--- src/rtl/pp_cap_pkg.sv ---
package pp_cap_pkg;
  localparam int unsigned REG_IDX_W = 3;
  localparam int unsigned REG_W     = 32;

  localparam logic [REG_IDX_W-1:0] IDX_CTRL   = 3'd0;
  localparam logic [REG_IDX_W-1:0] IDX_BASE_A = 3'd1;
  localparam logic [REG_IDX_W-1:0] IDX_BASE_B = 3'd2;
  localparam logic [REG_IDX_W-1:0] IDX_SIZE   = 3'd3;
  localparam logic [REG_IDX_W-1:0] IDX_STAT   = 3'd4;

  localparam int unsigned CB_RUN    = 0;
  localparam int unsigned CB_IEN    = 1;   // four enables from here
  localparam int unsigned CB_ACK    = 8;   // four acknowledges from here
  localparam int unsigned CB_SRST   = 31;
  localparam int unsigned NUM_FLAGS = 4;

  // flag order shared by enables, acknowledges and status (bit 1 upward)
  localparam int unsigned FL_FULL_A = 0;
  localparam int unsigned FL_FULL_B = 1;
  localparam int unsigned FL_BW     = 2;
  localparam int unsigned FL_OVR    = 3;
endpackage

--- src/rtl/pp_cap_regs.sv ---
module pp_cap_regs
  import pp_cap_pkg::*;
#(
  parameter int unsigned ADDR_W = 32,
  parameter int unsigned SIZE_W = 16
) (
  input  logic                 clk,
  input  logic                 rst_n,
  input  logic                 wr_en,
  input  logic [REG_IDX_W-1:0] wr_idx,
  input  logic [REG_W-1:0]     wr_data,
  input  logic [REG_IDX_W-1:0] rd_idx,
  output logic [REG_W-1:0]     rd_data,
  input  logic                 full_a,
  input  logic                 full_b,
  input  logic                 act_a,
  input  logic                 set_bw,
  input  logic                 set_ovr,
  output logic                 cap_en,
  output logic                 ack_a,
  output logic                 ack_b,
  output logic                 ack_ovr,
  output logic                 soft_rst,
  output logic [ADDR_W-1:0]    base_a,
  output logic [ADDR_W-1:0]    base_b,
  output logic [SIZE_W-1:0]    size,
  output logic [NUM_FLAGS-1:0] ien,
  output logic                 bw_err,
  output logic                 ovr,
  output logic                 irq
);
  logic                 ctrl_wr, ctrl_norm, ack_bw;
  logic                 cap_en_d, bw_d, ovr_d;
  logic [NUM_FLAGS-1:0] ien_d, flags;
  logic                 base_a_we, base_b_we, size_we;

  assign ctrl_wr   = wr_en && (wr_idx == IDX_CTRL);
  assign soft_rst  = ctrl_wr && wr_data[CB_SRST];
  assign ctrl_norm = ctrl_wr && !wr_data[CB_SRST];
  assign ack_a     = ctrl_norm && wr_data[CB_ACK + FL_FULL_A];
  assign ack_b     = ctrl_norm && wr_data[CB_ACK + FL_FULL_B];
  assign ack_bw    = ctrl_norm && wr_data[CB_ACK + FL_BW];
  assign ack_ovr   = ctrl_norm && wr_data[CB_ACK + FL_OVR];
  assign base_a_we = wr_en && (wr_idx == IDX_BASE_A);
  assign base_b_we = wr_en && (wr_idx == IDX_BASE_B);
  assign size_we   = wr_en && (wr_idx == IDX_SIZE);

  always_comb begin
    cap_en_d = cap_en;
    ien_d    = ien;
    bw_d     = set_bw  || (bw_err && !ack_bw);
    ovr_d    = set_ovr || (ovr && !ack_ovr);
    if (ctrl_norm) begin
      cap_en_d = wr_data[CB_RUN];
      ien_d    = wr_data[CB_IEN +: NUM_FLAGS];
    end
    if (soft_rst) begin
      cap_en_d = 1'b0;
      ien_d    = '0;
      bw_d     = 1'b0;
      ovr_d    = 1'b0;
    end
  end

  always_ff @(posedge clk or negedge rst_n) begin
    if (!rst_n) begin
      cap_en <= 1'b0;
      ien    <= '0;
      bw_err <= 1'b0;
      ovr    <= 1'b0;
    end else begin
      cap_en <= cap_en_d;
      ien    <= ien_d;
      bw_err <= bw_d;
      ovr    <= ovr_d;
    end
  end

  always_ff @(posedge clk or negedge rst_n) begin
    if (!rst_n) begin
      base_a <= '0;
      base_b <= '0;
      size   <= '0;
    end else begin
      if (base_a_we) base_a <= wr_data[ADDR_W-1:0];
      if (base_b_we) base_b <= wr_data[ADDR_W-1:0];
      if (size_we)   size   <= wr_data[SIZE_W-1:0];
    end
  end

  always_comb begin
    flags            = '0;
    flags[FL_FULL_A] = full_a;
    flags[FL_FULL_B] = full_b;
    flags[FL_BW]     = bw_err;
    flags[FL_OVR]    = ovr;
  end

  assign irq = |(flags & ien);

  always_comb begin
    rd_data = '0;
    unique case (rd_idx)
      IDX_CTRL: begin
        rd_data[CB_RUN]              = cap_en;
        rd_data[CB_IEN +: NUM_FLAGS] = ien;
      end
      IDX_BASE_A: rd_data[ADDR_W-1:0] = base_a;
      IDX_BASE_B: rd_data[ADDR_W-1:0] = base_b;
      IDX_SIZE:   rd_data[SIZE_W-1:0] = size;
      IDX_STAT: begin
        rd_data[0]             = act_a;
        rd_data[1 +: NUM_FLAGS] = flags;
      end
      default: rd_data = '0;
    endcase
  end
endmodule

--- src/rtl/pp_cap_seq.sv ---
module pp_cap_seq #(
  parameter int unsigned ADDR_W = 32,
  parameter int unsigned SIZE_W = 16,
  parameter int unsigned BYTES_PER_SMP = 4
) (
  input  logic              clk,
  input  logic              rst_n,
  input  logic              soft_rst,
  input  logic              cap_en,
  input  logic              smp_valid,
  input  logic              can_stage,
  input  logic [ADDR_W-1:0] base_a,
  input  logic [ADDR_W-1:0] base_b,
  input  logic [SIZE_W-1:0] size,
  input  logic              ack_a,
  input  logic              ack_b,
  output logic              stage_we,
  output logic              buf_end,
  output logic [ADDR_W-1:0] wr_addr,
  output logic              set_bw,
  output logic              set_ovr,
  output logic              full_a,
  output logic              full_b,
  output logic              act_a
);
  localparam int unsigned OFF_W = SIZE_W + 1;

  logic [OFF_W-1:0] offset, off_next, off_d;
  logic             take, act_full, act_d, fa_d, fb_d;

  assign take     = cap_en && smp_valid;
  assign act_full = act_a ? full_a : full_b;
  assign set_ovr  = take && act_full;
  assign set_bw   = take && !act_full && !can_stage;
  assign stage_we = take && !act_full && can_stage;
  assign off_next = offset + OFF_W'(BYTES_PER_SMP);
  assign buf_end  = stage_we && (off_next >= {1'b0, size});
  assign wr_addr  = (act_a ? base_a : base_b) + ADDR_W'(offset);

  always_comb begin
    off_d = offset;
    if (buf_end)       off_d = '0;
    else if (stage_we) off_d = off_next;
    act_d = buf_end ? !act_a : act_a;
    fa_d  = (buf_end && act_a)  || (full_a && !ack_a);
    fb_d  = (buf_end && !act_a) || (full_b && !ack_b);
    if (soft_rst) begin
      off_d = '0;
      act_d = 1'b1;
      fa_d  = 1'b0;
      fb_d  = 1'b0;
    end
  end

  always_ff @(posedge clk or negedge rst_n) begin
    if (!rst_n) begin
      offset <= '0;
      act_a  <= 1'b1;
      full_a <= 1'b0;
      full_b <= 1'b0;
    end else begin
      offset <= off_d;
      act_a  <= act_d;
      full_a <= fa_d;
      full_b <= fb_d;
    end
  end
endmodule

--- src/rtl/pp_cap_stage.sv ---
module pp_cap_stage #(
  parameter int unsigned DATA_W = 32,
  parameter int unsigned ADDR_W = 32,
  parameter int unsigned DEPTH  = 16,
  localparam int unsigned CNT_W = $clog2(DEPTH + 1)
) (
  input  logic                    clk,
  input  logic                    rst_n,
  input  logic                    soft_rst,
  input  logic                    stage_we,
  input  logic                    buf_end,
  input  logic [ADDR_W-1:0]       wr_addr,
  input  logic [DATA_W-1:0]       wdata,
  input  logic                    mem_ready,
  output logic                    can_stage,
  output logic                    mem_valid,
  output logic [ADDR_W-1:0]       mem_addr,
  output logic [CNT_W-1:0]        mem_len,
  output logic [DATA_W*DEPTH-1:0] mem_data
);
  logic [CNT_W-1:0] cnt, cnt_inc, cnt_d, len_d;
  logic             pending, pend_d, flush, first_we;

  assign can_stage = !pending || mem_ready;
  assign cnt_inc   = cnt + CNT_W'(1);
  assign flush     = stage_we && (buf_end || (cnt_inc == CNT_W'(DEPTH)));
  assign first_we  = stage_we && (cnt == '0);

  for (genvar g = 0; g < DEPTH; g++) begin : g_word
    logic [DATA_W-1:0] word_q;
    logic              word_we;
    assign word_we = stage_we && (cnt == CNT_W'(g));
    always_ff @(posedge clk) begin
      if (word_we) word_q <= wdata;
    end
    assign mem_data[g*DATA_W +: DATA_W] = word_q;
  end

  always_comb begin
    cnt_d  = cnt;
    len_d  = mem_len;
    pend_d = pending && !mem_ready;
    if (stage_we) cnt_d = flush ? '0 : cnt_inc;
    if (flush) begin
      len_d  = cnt_inc;
      pend_d = 1'b1;
    end
    if (soft_rst) begin
      cnt_d  = '0;
      pend_d = 1'b0;
    end
  end

  always_ff @(posedge clk or negedge rst_n) begin
    if (!rst_n) begin
      cnt     <= '0;
      pending <= 1'b0;
      mem_len <= '0;
    end else begin
      cnt     <= cnt_d;
      pending <= pend_d;
      mem_len <= len_d;
    end
  end

  always_ff @(posedge clk or negedge rst_n) begin
    if (!rst_n)        mem_addr <= '0;
    else if (first_we) mem_addr <= wr_addr;
  end

  assign mem_valid = pending;
endmodule

--- src/rtl/pingpong_capture_dma.sv ---
module pingpong_capture_dma
  import pp_cap_pkg::*;
#(
  parameter int unsigned DATA_W      = 32,
  parameter int unsigned ADDR_W      = 32,
  parameter int unsigned SIZE_W      = 16,
  parameter int unsigned STAGE_WORDS = 16,
  localparam int unsigned LEN_W      = $clog2(STAGE_WORDS + 1),
  localparam int unsigned BURST_W    = DATA_W * STAGE_WORDS
) (
  input  logic                 clk,
  input  logic                 rst_n,
  input  logic                 reg_wr_en,
  input  logic [REG_IDX_W-1:0] reg_wr_idx,
  input  logic [REG_W-1:0]     reg_wr_data,
  input  logic [REG_IDX_W-1:0] reg_rd_idx,
  output logic [REG_W-1:0]     reg_rd_data,
  input  logic                 smp_valid,
  input  logic [DATA_W-1:0]    smp_data,
  output logic                 mem_valid,
  input  logic                 mem_ready,
  output logic [ADDR_W-1:0]    mem_addr,
  output logic [LEN_W-1:0]     mem_len,
  output logic [BURST_W-1:0]   mem_data,
  output logic                 irq
);
  localparam int unsigned BYTES_PER_SMP = DATA_W / 8;

  logic                 soft_rst, cap_en, ack_a, ack_b, ack_ovr;
  logic                 full_a, full_b, act_a, bw_err, ovr;
  logic                 set_bw, set_ovr, stage_we, buf_end, can_stage;
  logic [ADDR_W-1:0]    base_a, base_b, wr_addr;
  logic [SIZE_W-1:0]    size;
  logic [NUM_FLAGS-1:0] ien;

  pp_cap_regs #(.ADDR_W(ADDR_W), .SIZE_W(SIZE_W)) u_regs (
    .clk(clk), .rst_n(rst_n),
    .wr_en(reg_wr_en), .wr_idx(reg_wr_idx), .wr_data(reg_wr_data),
    .rd_idx(reg_rd_idx), .rd_data(reg_rd_data),
    .full_a(full_a), .full_b(full_b), .act_a(act_a),
    .set_bw(set_bw), .set_ovr(set_ovr),
    .cap_en(cap_en), .ack_a(ack_a), .ack_b(ack_b), .ack_ovr(ack_ovr),
    .soft_rst(soft_rst), .base_a(base_a), .base_b(base_b), .size(size),
    .ien(ien), .bw_err(bw_err), .ovr(ovr), .irq(irq)
  );

  pp_cap_seq #(.ADDR_W(ADDR_W), .SIZE_W(SIZE_W), .BYTES_PER_SMP(BYTES_PER_SMP)) u_seq (
    .clk(clk), .rst_n(rst_n), .soft_rst(soft_rst),
    .cap_en(cap_en), .smp_valid(smp_valid), .can_stage(can_stage),
    .base_a(base_a), .base_b(base_b), .size(size),
    .ack_a(ack_a), .ack_b(ack_b),
    .stage_we(stage_we), .buf_end(buf_end), .wr_addr(wr_addr),
    .set_bw(set_bw), .set_ovr(set_ovr),
    .full_a(full_a), .full_b(full_b), .act_a(act_a)
  );

  pp_cap_stage #(.DATA_W(DATA_W), .ADDR_W(ADDR_W), .DEPTH(STAGE_WORDS)) u_stage (
    .clk(clk), .rst_n(rst_n), .soft_rst(soft_rst),
    .stage_we(stage_we), .buf_end(buf_end), .wr_addr(wr_addr), .wdata(smp_data),
    .mem_ready(mem_ready), .can_stage(can_stage),
    .mem_valid(mem_valid), .mem_addr(mem_addr), .mem_len(mem_len), .mem_data(mem_data)
  );
endmodule

--- config.mk ---
export PLATFORM = sky130hd
export DESIGN_NAME = pingpong_capture_dma
export DESIGN_NICKNAME = d
export VERILOG_FILES = /design/src/rtl/pp_cap_pkg.sv /design/src/rtl/pp_cap_regs.sv /design/src/rtl/pp_cap_seq.sv /design/src/rtl/pp_cap_stage.sv /design/src/rtl/pingpong_capture_dma.sv
export SDC_FILE = /design/constraint.sdc
export NUM_CORES = 1
export LEC_CHECK = 0
export BUFFER_PORTS_ARGS = -buffer_cell sky130_fd_sc_hd__buf_2
export CORE_MARGIN = 2
export CORE_UTILIZATION = 39
export CTS_CLUSTER_DIAMETER = 60
export DETAILED_ROUTE_END_ITERATION = 12
export HOLD_SLACK_MARGIN = 0.15
export PLACE_DENSITY = 0.67
export SKIP_LAST_GASP = 1
export SLEW_MARGIN = 20
export SYNTH_ARGS = -nofsm -noshare
export SYNTH_HDL_FRONTEND = slang
export SYNTH_SLANG_ARGS = --single-unit
--- constraint.sdc ---
create_clock -name clk -period 5.7 [get_ports clk]
set_clock_uncertainty 0.05 [all_clocks]
set_input_delay 0 -clock clk [delete_from_list [all_inputs] [get_ports clk]]
set_output_delay 0 -clock clk [all_outputs]
set_load 0.005 [all_outputs]
==> results of run 1 <==
-- worst min-delay path by stage --
stage                    startpoint                            to  slack, ns  depth (start not counted)
floorplan                     rst_n  u_regs.base_a[0]$_DFFE_PN0P_      -0.35                          0
global placement              rst_n     u_regs.ien[0]$_DFFE_PN0P_       0.03                          1
detailed placement            rst_n     u_regs.ien[0]$_DFFE_PN0P_       0.04                          1
CTS                 reg_wr_data[11]   u_regs.size[11]$_DFFE_PN0P_       0.15                          3
global route         reg_wr_data[8]  u_regs.base_a[8]$_DFFE_PN0P_       0.19                          3
finish              reg_wr_data[11]   u_regs.size[11]$_DFFE_PN0P_       0.20                          3
-- sequential cells by signal (all words and copies together) (netlist names) --
signal	count
u_seq.full_b	1
u_regs.ien	4
u_stage.mem_addr	32
u_seq.act_a	1
u_stage.mem_valid	1
u_stage.mem_len	5
u_stage.g_word.word_q	512
u_regs.base_a	32
u_stage.cnt	5
u_regs.base_b	32
u_seq.offset	15
u_regs.ovr	1
u_regs.cap_en	1
u_regs.bw_err	1
u_seq.full_a	1
u_regs.size	16
-- cell usage after synthesis, types with 12 or more instances --
library cell | count | area [um2]
nand3_1 | 27 | 135
buf_1 | 12 | 45.0
a21oi_1 | 34 | 170
xnor2_1 | 20 | 175
clkbuf_1 | 32 | 120
edfxtp_1 | 512 | 15400
mux2_2 | 116 | 1310
ha_1 | 37 | 463
nor2_1 | 64 | 240
nand2_1 | 80 | 300
dfrtp_1 | 147 | 3680
o21ai_0 | 44 | 220
mux2i_1 | 15 | 150
a22oi_1 | 38 | 285
inv_1 | 33 | 124
xor2_1 | 12 | 105
-- kinds of logic after synthesis --
group / after synthesis
AO/OA/AOI/OAI: 206
adder cells (fa/ha/maj): 37
XOR/XNOR: 32
other: 1
multiplexers: 132
buffers and inverters: 82
flip-flops: 660
AND/OR/NAND/NOR: 241
-- what timing repair did --
item / 4_1_cts / 5_1_grt
hold buffers: 113 / 0
buffers inserted: 0 / 0
endpoints found under the hold margin: 681 / 0
-- power by group --
part           total (W)  switching, W  internal (W)  leakage, nW
Sequential       0.00582      0.000305       0.00551         6.45
Clock            0.00430       0.00191       0.00239         1.06
Combinational    0.00146      0.000819      0.000640         5.28
Total             0.0116       0.00303       0.00854         12.8
-- layer usage --
metal  GRT usage, %  vias to the layer above
met2           40.5                      921
met1           31.2                     8260
li1               -                     6994
met5              0                        -
met4           6.98                        4
met3           5.69                      117
-- critical path, cell delays in order (launching register included) --
cell     delay [ns]
dfrtp_1        0.46
ha_1           0.27
nand3_1        0.15
nor3_1         0.50
nand4_1        0.24
xnor2_1        0.18
ha_1           0.30
o21a_1         0.10
o21a_1         0.18
o311a_1        0.12
a21oi_1        0.58
buf_4          0.33
a31oi_1        0.23
mux2_2         0.33
-- final cells by class --
class                           count  area, um2  share of cell area (%)
Clock inverter                     39        358                    1.12
Tap cell                          790        988                    3.08
Antenna cell                        2       5.00                  0.0156
Inverter                           34        128                   0.398
Sequential cell                   660      19100                    59.5
Timing Repair Buffer              797       4750                    14.8
Multi-Input combinational cell    649       4900                    15.3
Clock buffer                       84       1840                    5.73
-- through the flow --
step | setup WS, ns | cell area, um2 | power [W] | util (%) | instances
2_1_floorplan | 1.15 | 24200 | 0.00656 | - | 1391
3_3_place_gp | 1.74 | 28500 | 0.00724 | 46.4 | 2808
3_5_place_dp | 1.64 | 28700 | 0.00727 | 46.7 | 2817
4_1_cts | 1.62 | 32000 | 0.0116 | 52.1 | 3053
5_1_grt | 1.17 | 32000 | 0.0120 | 52.1 | 3053
6_report | 1.56 | 32000 | 0.0116 | 52.1 | 3055
==> impl_metrics.env, run 1 <==
export IMPL_outcome="finished, final reports clean"
export IMPL_finalMaxSlewViolations=0
export IMPL_pin_count=658
export IMPL_ys_ff_latch=660
export IMPL_clock_sinks=660
export IMPL_n_fill_cell=5031
export IMPL_place_congestion=0.881
export IMPL_max_cap_violations=0
export IMPL_dp_hpwl_um=56200
export IMPL_cts_tree="yes"
export IMPL_layout_common_cells="656 x buf_2, 512 x edfxtp_1, 147 x dfrtp_1"
export IMPL_period_share_pct=72.7
export IMPL_relSlewSlack_pct=31.7
export IMPL_r2r_end="u_stage.mem_len[0]$_DFFE_PN0P_"
export IMPL_overflow=0
export IMPL_holdWs_ns=0.200
export IMPL_tightest_slew_ns=1.02
export IMPL_htreeDepth=3
export IMPL_critPathRequiredTime_ns=6.13
export IMPL_synth_nets=1503
export IMPL_synth_simple_gate_area_share_pct=4.76
export IMPL_synth_compound_area_share_pct=5.76
export IMPL_critPathCaptureType="flip-flop"
export IMPL_die_y_um=253
export IMPL_yosysSeqAreaShare_pct=79.0
export IMPL_syn_to_final_growth_pct=32.6
export IMPL_synth_edf_count=512
export IMPL_track_usage_pct=24.1
export IMPL_met3WireLength_um=6850
export IMPL_synth_mux_area_share_pct=6.09
export IMPL_cp_data_arrival_time_ns=4.58
export IMPL_final_common_cell="buf_2"
export IMPL_dr_wl_met2_um=39200
export IMPL_antenna_found_initial=3
export IMPL_synthArstFlopShare_pct=22.4
export IMPL_path_clk_slew_ns=0.06
export IMPL_synth_top_family_by_area="multiplexers"
export IMPL_drc=0
export IMPL_top_layer="met5"
export IMPL_grt_max_degree=76
export IMPL_hp_class="in -> reg"
export IMPL_synth_avg_cell_area_um2=17.4
export IMPL_crit_end="u_stage.mem_len[0]$_DFFE_PN0P_"
export IMPL_synth_cell_types=62
export IMPL_dieArea_um2=64000
export IMPL_drt_wl_total_um=79500
export IMPL_leakagePower_nw=12.8
export IMPL_timing_rr_start="u_seq.offset[2]$_DFFE_PN0P_"
export IMPL_hold_viol=0
export IMPL_path_max_fanout=14
export IMPL_synth_area_um2=24200
export IMPL_peakVddDrop_uv=221
export IMPL_yosys_most_used_dff="edfxtp_1"
export IMPL_wl_per_cell_um=26.0
export IMPL_grt_pass1_wl_um=111000
export IMPL_synth_xor_area_share_pct=1.16
export IMPL_drtIter0Drc=1377
export IMPL_cts_resized=0
export IMPL_yosys_warnings=0
export IMPL_crit_path_start_kind="flip-flop"
export IMPL_vias=16300
export IMPL_clockBufferDepth=3
export IMPL_place_port_buffers=657
export IMPL_die_w_um=253
export IMPL_worst_r2r_cell_count=13
export IMPL_cts_root_buf="clkbuf_16"
export IMPL_cts_made_buffers=71
export IMPL_vias_per_cell=5.33
export IMPL_core_area_um2=61500
export IMPL_setup_tns_ns=0
export IMPL_rows=91
export IMPL_detail_route_antenna_nets=0
export IMPL_insertion_delay_ns=0.61
export IMPL_nets=2325
export IMPL_netlist_instances=1391
export IMPL_fmax_mhz=241
export IMPL_period_needed_ns=4.14
export IMPL_worstSetupPathType="reg -> reg"
export IMPL_power_density_nw_per_um2=361
export IMPL_initial_core_util_pct=39.3
export IMPL_critPathLaunch="u_seq.offset[2]$_DFFE_PN0P_"
export IMPL_first_global_vias=16000
export IMPL_wl_met1_um=31500
export IMPL_rsz0062_at_grt="no"
export IMPL_setup_viol=0
export IMPL_reg2reg_slack_ns=1.56
export IMPL_drive_above_1_share_pct=40.8
export IMPL_synthAdderAreaFrac_pct=1.92
export IMPL_first_pass_iters=5
Power figures use the tool's default switching activity.
==> run 2: changes to the inputs <==
Settings changed: PLACE_DENSITY 0.67 to 0.7.
Clock period 5.7 ns to 3.5 ns, I/O delays scaled along.
==> run 2 against run 1 <==
  * Die area did not move
  * Combinational power is 67% higher
  * Worst setup slack worse by 1.4 ns
  * First-iteration DRC count is 2.0% higher
  * Clock-buffer cell count increased by 6
  * Hold slack got worse by 0.0022 ns
  * Wire length down 0.66%
  * Largest cell class unchanged
  * Clock power rose by 67%
  * Sequential power is 63% higher
  * Utilization is 0.52 points higher
  * Final cell count increased by 0.92%
  * Register-to-register slack got worse by 1.4 ns
  * Largest power group unchanged
==> impl_metrics.env, run 2 (same netlist as run 1, synthesis figures left out) <==
export IMPL_busiest_layer="met2"
export IMPL_grt_max_degree=117
export IMPL_worstSetupPathType="reg -> reg"
export IMPL_drc=0
export IMPL_clockBufferDepth=3
export IMPL_period_needed_ns=3.36
export IMPL_hold_viol=0
export IMPL_grt_pass1_wl_um=110000
export IMPL_total_power_w=0.0191
export IMPL_slowest_delay_ns=0.77
export IMPL_outcome="finished, final reports clean"
export IMPL_cp_top_family="compound AO/OA/AOI/OAI gates"
export IMPL_vias=16400
export IMPL_die_y_um=253
export IMPL_finalMaxSlewViolations=0
export IMPL_detail_route_antenna_nets=0
export IMPL_antenna_found_initial=8
export IMPL_drive_above_1_share_pct=42.0
export IMPL_drt_wl_total_um=79000
export IMPL_antenna_diode_count=0
export IMPL_grt_use_met1_pct=29.7
export IMPL_crit_end="u_stage.mem_addr[31]$_DFFE_PN0P_"
export IMPL_cp_slowest_cell="dfstp_2"
export IMPL_crit_path_start_kind="flip-flop"
export IMPL_hp_class="in -> reg"
export IMPL_htreeDepth=3
export IMPL_final_common_cell="buf_2"
export IMPL_overflow=0
export IMPL_initial_core_util_pct=39.3
export IMPL_top_register="u_stage.g_word.word_q"
export IMPL_dp_hpwl_um=55000
export IMPL_nets=2353
export IMPL_place_congestion=0.885
export IMPL_cts_made_buffers=71
export IMPL_reg2reg_slack_ns=0.14
export IMPL_die_w_um=253
export IMPL_dieArea_um2=64000
export IMPL_crit_buf_inv=0
export IMPL_syn_to_final_growth_pct=33.9
export IMPL_vias_per_cell=5.31
export IMPL_largest_register_ffs=512
export IMPL_use_met2_pct=41.1
export IMPL_core_area_um2=61500
export IMPL_pin_count=658
export IMPL_critPathRequiredTime_ns=3.96
export IMPL_path_clk_slew_ns=0.06
export IMPL_insertion_delay_ns=0.60
export IMPL_cts_tree="yes"
export IMPL_final_cells=3083
export IMPL_critPathCaptureType="flip-flop"
export IMPL_r2r_end="u_stage.mem_addr[31]$_DFFE_PN0P_"
export IMPL_critical_path_depth=8
export IMPL_use_met3_pct=5.47
export IMPL_max_cap_violations=0
export IMPL_tightest_slew_ns=0.941
export IMPL_layout_common_cells="656 x buf_2, 512 x edfxtp_1, 146 x dfrtp_1"
export IMPL_path_max_fanout=16
export IMPL_dpl_cell_count=2847
export IMPL_leakagePower_nw=13.0
export IMPL_fmax_mhz=298
export IMPL_place_port_buffers=657
export IMPL_timing_rr_start="u_seq.act_a$_DFFE_PN1P_"
export IMPL_peakVddDrop_uv=341
export IMPL_crit_chain="mux2_2 -> ha_1 -> a21oi_1 -> o211a_1 -> o211ai_1 -> o211ai_1 -> o31a_1 -> o31ai_1"
export IMPL_power_density_nw_per_um2=590
export IMPL_drtIter0Drc=1404
export IMPL_critPathLaunch="u_seq.act_a$_DFFE_PN1P_"
export IMPL_period_share_pct=95.9
export IMPL_rsz0062_at_grt="yes"
export IMPL_first_pass_iters=6
export IMPL_first_global_vias=15900
export IMPL_rows=91
export IMPL_cts_root_buf="clkbuf_16"
export IMPL_cp_common_cell="o211ai_1"
export IMPL_relSlewSlack_pct=37.3
export IMPL_wl_per_cell_um=25.6
export IMPL_setup_viol=0
export IMPL_worst_r2r_cell_count=8
export IMPL_cp_data_arrival_time_ns=3.82
export IMPL_n_fill_cell=4949
export IMPL_track_usage_pct=23.8
export IMPL_finish_utilization_pct=52.6
export IMPL_clock_sinks=660
[run 2: cell type report]
cell class	count	area, um2	area share (%)
multi-input cells	649	4930	15.2
repair buffers	825	4950	15.3
inverters	34	128	0.394
clock buffers	90	1930	5.97
clock inverters	35	352	1.09
flip-flops and latches	660	19100	59.0
well taps	790	988	3.05
[run 2: repair_timing]
| action | 4_1_cts | 5_1_grt |
|---|---|---|
| endpoints found under the hold margin | 719 | 0 |
| resized for setup | 0 | 6 |
| setup endpoints to repair | 0 | 29 |
| setup buffers | 0 | 1 |
| hold buffers | 110 | 0 |
[run 2: worst min path at each step]
stage                     from                           end  slack, ns  depth (start not counted)
2_1_floorplan            rst_n  u_regs.base_a[0]$_DFFE_PN0P_      -0.35                          0
3_3_place_gp             rst_n     u_regs.ien[3]$_DFFE_PN0P_       0.17                          1
3_5_place_dp             rst_n  u_regs.base_a[0]$_DFFE_PN0P_       0.19                          1
4_1_cts        reg_wr_data[14]   u_regs.size[14]$_DFFE_PN0P_       0.16                          3
5_1_grt         reg_wr_data[0]  u_regs.base_a[0]$_DFFE_PN0P_       0.19                          3
6_report       reg_wr_data[14]   u_regs.size[14]$_DFFE_PN0P_       0.20                          3
[run 2: layer usage]
layer,share of wire [%],wire [um],up-vias
li1,-,-,7052
met1,38,29800,8243
met2,50,39700,951
met3,9.2,7280,127
met4,2.6,2090,6
met5,0.051,40,-
[run 2: through the flow]
step	worst slack (ns)	hold WS, ns	area, um2	TNS, ns
floorplan	-0.141	-0.346	24200	-13.24
global placement	0.140	0.168	28900	0
detailed placement	0.0951	0.186	28900	0
CTS	0.0690	0.156	32300	0
global route	-0.0135	0.189	32400	-0.0135
finish	0.144	0.197	32400	0
[run 2: report_power, final]
part	switching [W]	leakage, nW	internal (W)	total [W]
Clock	0.00308	1.10	0.00412	0.00720
Combinational	0.00138	5.42	0.00106	0.00244
Sequential	0.000490	6.45	0.00898	0.00947
[run 2: worst register-to-register path: stages (launching register included)]
cell      delay (ns)
dfstp_2         0.77
mux2_2          0.40
ha_1            0.39
a21oi_1         0.13
o211a_1         0.26
o211ai_1        0.54
o211ai_1        0.26
o31a_1          0.29
o31ai_1         0.18
==> run 3: changes to the inputs <==
Settings changed: CORE_MARGIN 2 to 3, PLACE_DENSITY 0.7 to 0.67.
Clock period 3.5 ns to 3.65 ns, I/O delays scaled along.
==> run 3 against run 2 <==
  * Global-route usage rose by 0.16 points
  * Critical endpoint is now u_seq.act_a$_DFFE_PN1P_
  * First-iteration DRC count down 8.2%
  * Critical path depth grew 5
  * Largest power group unchanged
  * Die area grew 1.6%
==> impl_metrics.env, run 3 (same netlist as run 1, synthesis figures left out) <==
export IMPL_outcome="finished, final reports clean"
export IMPL_critPathCaptureType="flip-flop"
export IMPL_core_area_um2=60800
export IMPL_grt_max_degree=77
export IMPL_place_port_buffers=657
export IMPL_crit_path_start_kind="flip-flop"
export IMPL_tightest_slew_ns=1.08
export IMPL_largest_register_ffs=512
export IMPL_rsz0062_at_grt="no"
export IMPL_insertion_delay_ns=0.61
export IMPL_power_density_nw_per_um2=576
export IMPL_first_global_vias=16100
export IMPL_die_w_um=255
export IMPL_clockBufferDepth=3
export IMPL_finalMaxSlewViolations=0
export IMPL_drtIter0Drc=1289
export IMPL_slowest_delay_ns=0.48
export IMPL_rows=90
export IMPL_hp_class="in -> reg"
export IMPL_crit_chain="and3_1 -> nand3_1 -> or3_1 -> nor2_1 -> xor2_1 -> ha_1 -> o21a_1 -> o21a_1 -> o311a_1 -> a21oi_2 -> buf_4 -> a21o_1 -> mux2_2"
export IMPL_wl_per_cell_um=26.3
export IMPL_cts_tree="yes"
export IMPL_dpl_worst_slack_ns=0.144
export IMPL_critPathRequiredTime_ns=4.14
export IMPL_die_y_um=255
export IMPL_path_clk_slew_ns=0.06
export IMPL_leakagePower_nw=13.0
export IMPL_relSlewSlack_pct=28.0
export IMPL_detail_route_antenna_nets=0
export IMPL_first_pass_iters=5
export IMPL_overflow=0
export IMPL_dp_hpwl_um=56600
export IMPL_hold_viol=0
export IMPL_vias_per_cell=5.33
export IMPL_cts_root_buf="clkbuf_16"
export IMPL_cts_made_buffers=71
export IMPL_htreeDepth=3
export IMPL_syn_to_final_growth_pct=34.6
export IMPL_finalWorstSetupSlack_ns=0.274
export IMPL_cp_slowest_cell="dfrtp_1"
export IMPL_cp_data_arrival_time_ns=3.86
export IMPL_final_common_cell="buf_2"
export IMPL_fmax_mhz=296
export IMPL_drive_above_1_share_pct=42.1
export IMPL_track_usage_pct=24.0
export IMPL_vias=16400
export IMPL_period_share_pct=92.5
export IMPL_path_max_fanout=7
export IMPL_drt_wl_total_um=81100
export IMPL_setup_viol=0
export IMPL_grt_pass1_wl_um=113000
export IMPL_place_congestion=0.936
export IMPL_period_needed_ns=3.38
export IMPL_nets=2346
export IMPL_peakVddDrop_uv=311
export IMPL_cp_common_cell="o21a_1"
export IMPL_layout_common_cells="656 x buf_2, 512 x edfxtp_1, 147 x dfrtp_1"
export IMPL_dieArea_um2=65000
export IMPL_top_register="u_stage.g_word.word_q"
export IMPL_clock_sinks=660
export IMPL_worstSetupPathType="reg -> reg"
export IMPL_initial_core_util_pct=39.7
export IMPL_pin_count=658
export IMPL_max_cap_violations=0
export IMPL_antenna_found_initial=6
export IMPL_setup_tns_ns=0
export IMPL_drc=0
==> run 3: cell types whose count changed in the layout (fill, tap and decap cells not counted), moves of 2 or more <==
cell	previous run	this run
buf_12	9	12
buf_4	48	35
buf_6	1	3
bufinv_16	2	8
clkbuf_1	13	11
clkbuf_16	73	71
clkinv_1	11	7
clkinv_2	7	10
clkinv_4	1	4
diode_2	0	6
==> run 3: worst max-delay path: cells and delay by family (launching register included) <==
kind                       cells  cell delay [ns]
AOI/OAI and AO/OA              5             0.87
xor gates and xnor gates       1             0.22
adders and majority gates      1             0.27
buffers and inverters          1             0.16
DFF                            1             0.48
muxes                          1             0.35
and+or+nand+nor                4             0.91
==> run 3: metrics by stage <==
step / std cells / total power [W] / utilization [%] / instance area (um2) / hold WS, ns
finish: 3078 / 0.0187 / 53.5 / 32500 / 0.177
global route: 3072 / 0.0194 / 53.5 / 32500 / 0.172
CTS: 3069 / 0.0188 / 53.4 / 32500 / 0.150
detailed placement: 2828 / 0.0114 / 47.5 / 28900 / 0.0635
global placement: 2828 / 0.0113 / 47.5 / 28900 / 0.0432
floorplan: 1391 / 0.0103 / - / 24200 / -0.346
==> run 3: worst paths after layout <==
| kind | cells after the start | from | end | slack, ns |
|---|---|---|---|---|
| setup / recovery | 13 | u_seq.offset[2]$_DFFE_PN0P_ | u_seq.act_a$_DFFE_PN1P_ | 0.27 |
| hold / removal | 3 | reg_wr_data[6] | u_regs.base_a[6]$_DFFE_PN0P_ | 0.18 |
| setup reg to reg | 13 | u_seq.offset[2]$_DFFE_PN0P_ | u_seq.act_a$_DFFE_PN1P_ | 0.27 |
| hold reg to reg | 2 | u_stage.mem_addr[30]$_DFFE_PN0P_ | u_stage.mem_addr[30]$_DFFE_PN0P_ | 0.43 |
| max in group asynchronous | 4 | rst_n | u_regs.base_b[22]$_DFFE_PN0P_ | 2.57 |
| min in group asynchronous | 3 | rst_n | u_seq.act_a$_DFFE_PN1P_ | 0.45 |
==> run 3: layout make-up <==
class | instances | area [um2]
timing repair buffer | 818 | 4960
inverter | 34 | 128
multi-input combinational | 649 | 4940
tap | 782 | 978
sequential | 660 | 19100
clock inverter | 43 | 552
fill | 4884 | 28300
antenna | 6 | 15.0
clock buffer | 86 | 1870
==> run 3: routing by layer <==
layer / part of all wire [%] / up-vias / global-route usage [%]
li1: - / 7050 / -
met1: 39 / 8307 / 30.8
met2: 49 / 888 / 40.0
met3: 8.6 / 148 / 5.34
met4: 3.5 / 4 / 9.17
met5: 0.026 / - / 0
==> run 3: what timing repair did <==
action                                 4_1_cts  5_1_grt
setup buffers                                0        2
setup endpoints to repair                    0       26
resized for setup                            0        6
hold buffers                               112        0
endpoints found under the hold margin      753        0
==> run 3: power by group <==
part / total, W / switching [W] / leakage, nW / internal (W)
clock: 0.00732 / 0.00302 / 1.17 / 0.00431
sequential: 0.00908 / 0.000472 / 6.45 / 0.00861
combinational: 0.00232 / 0.00130 / 5.40 / 0.00102
total: 0.0187 / 0.00479 / 13.0 / 0.0139
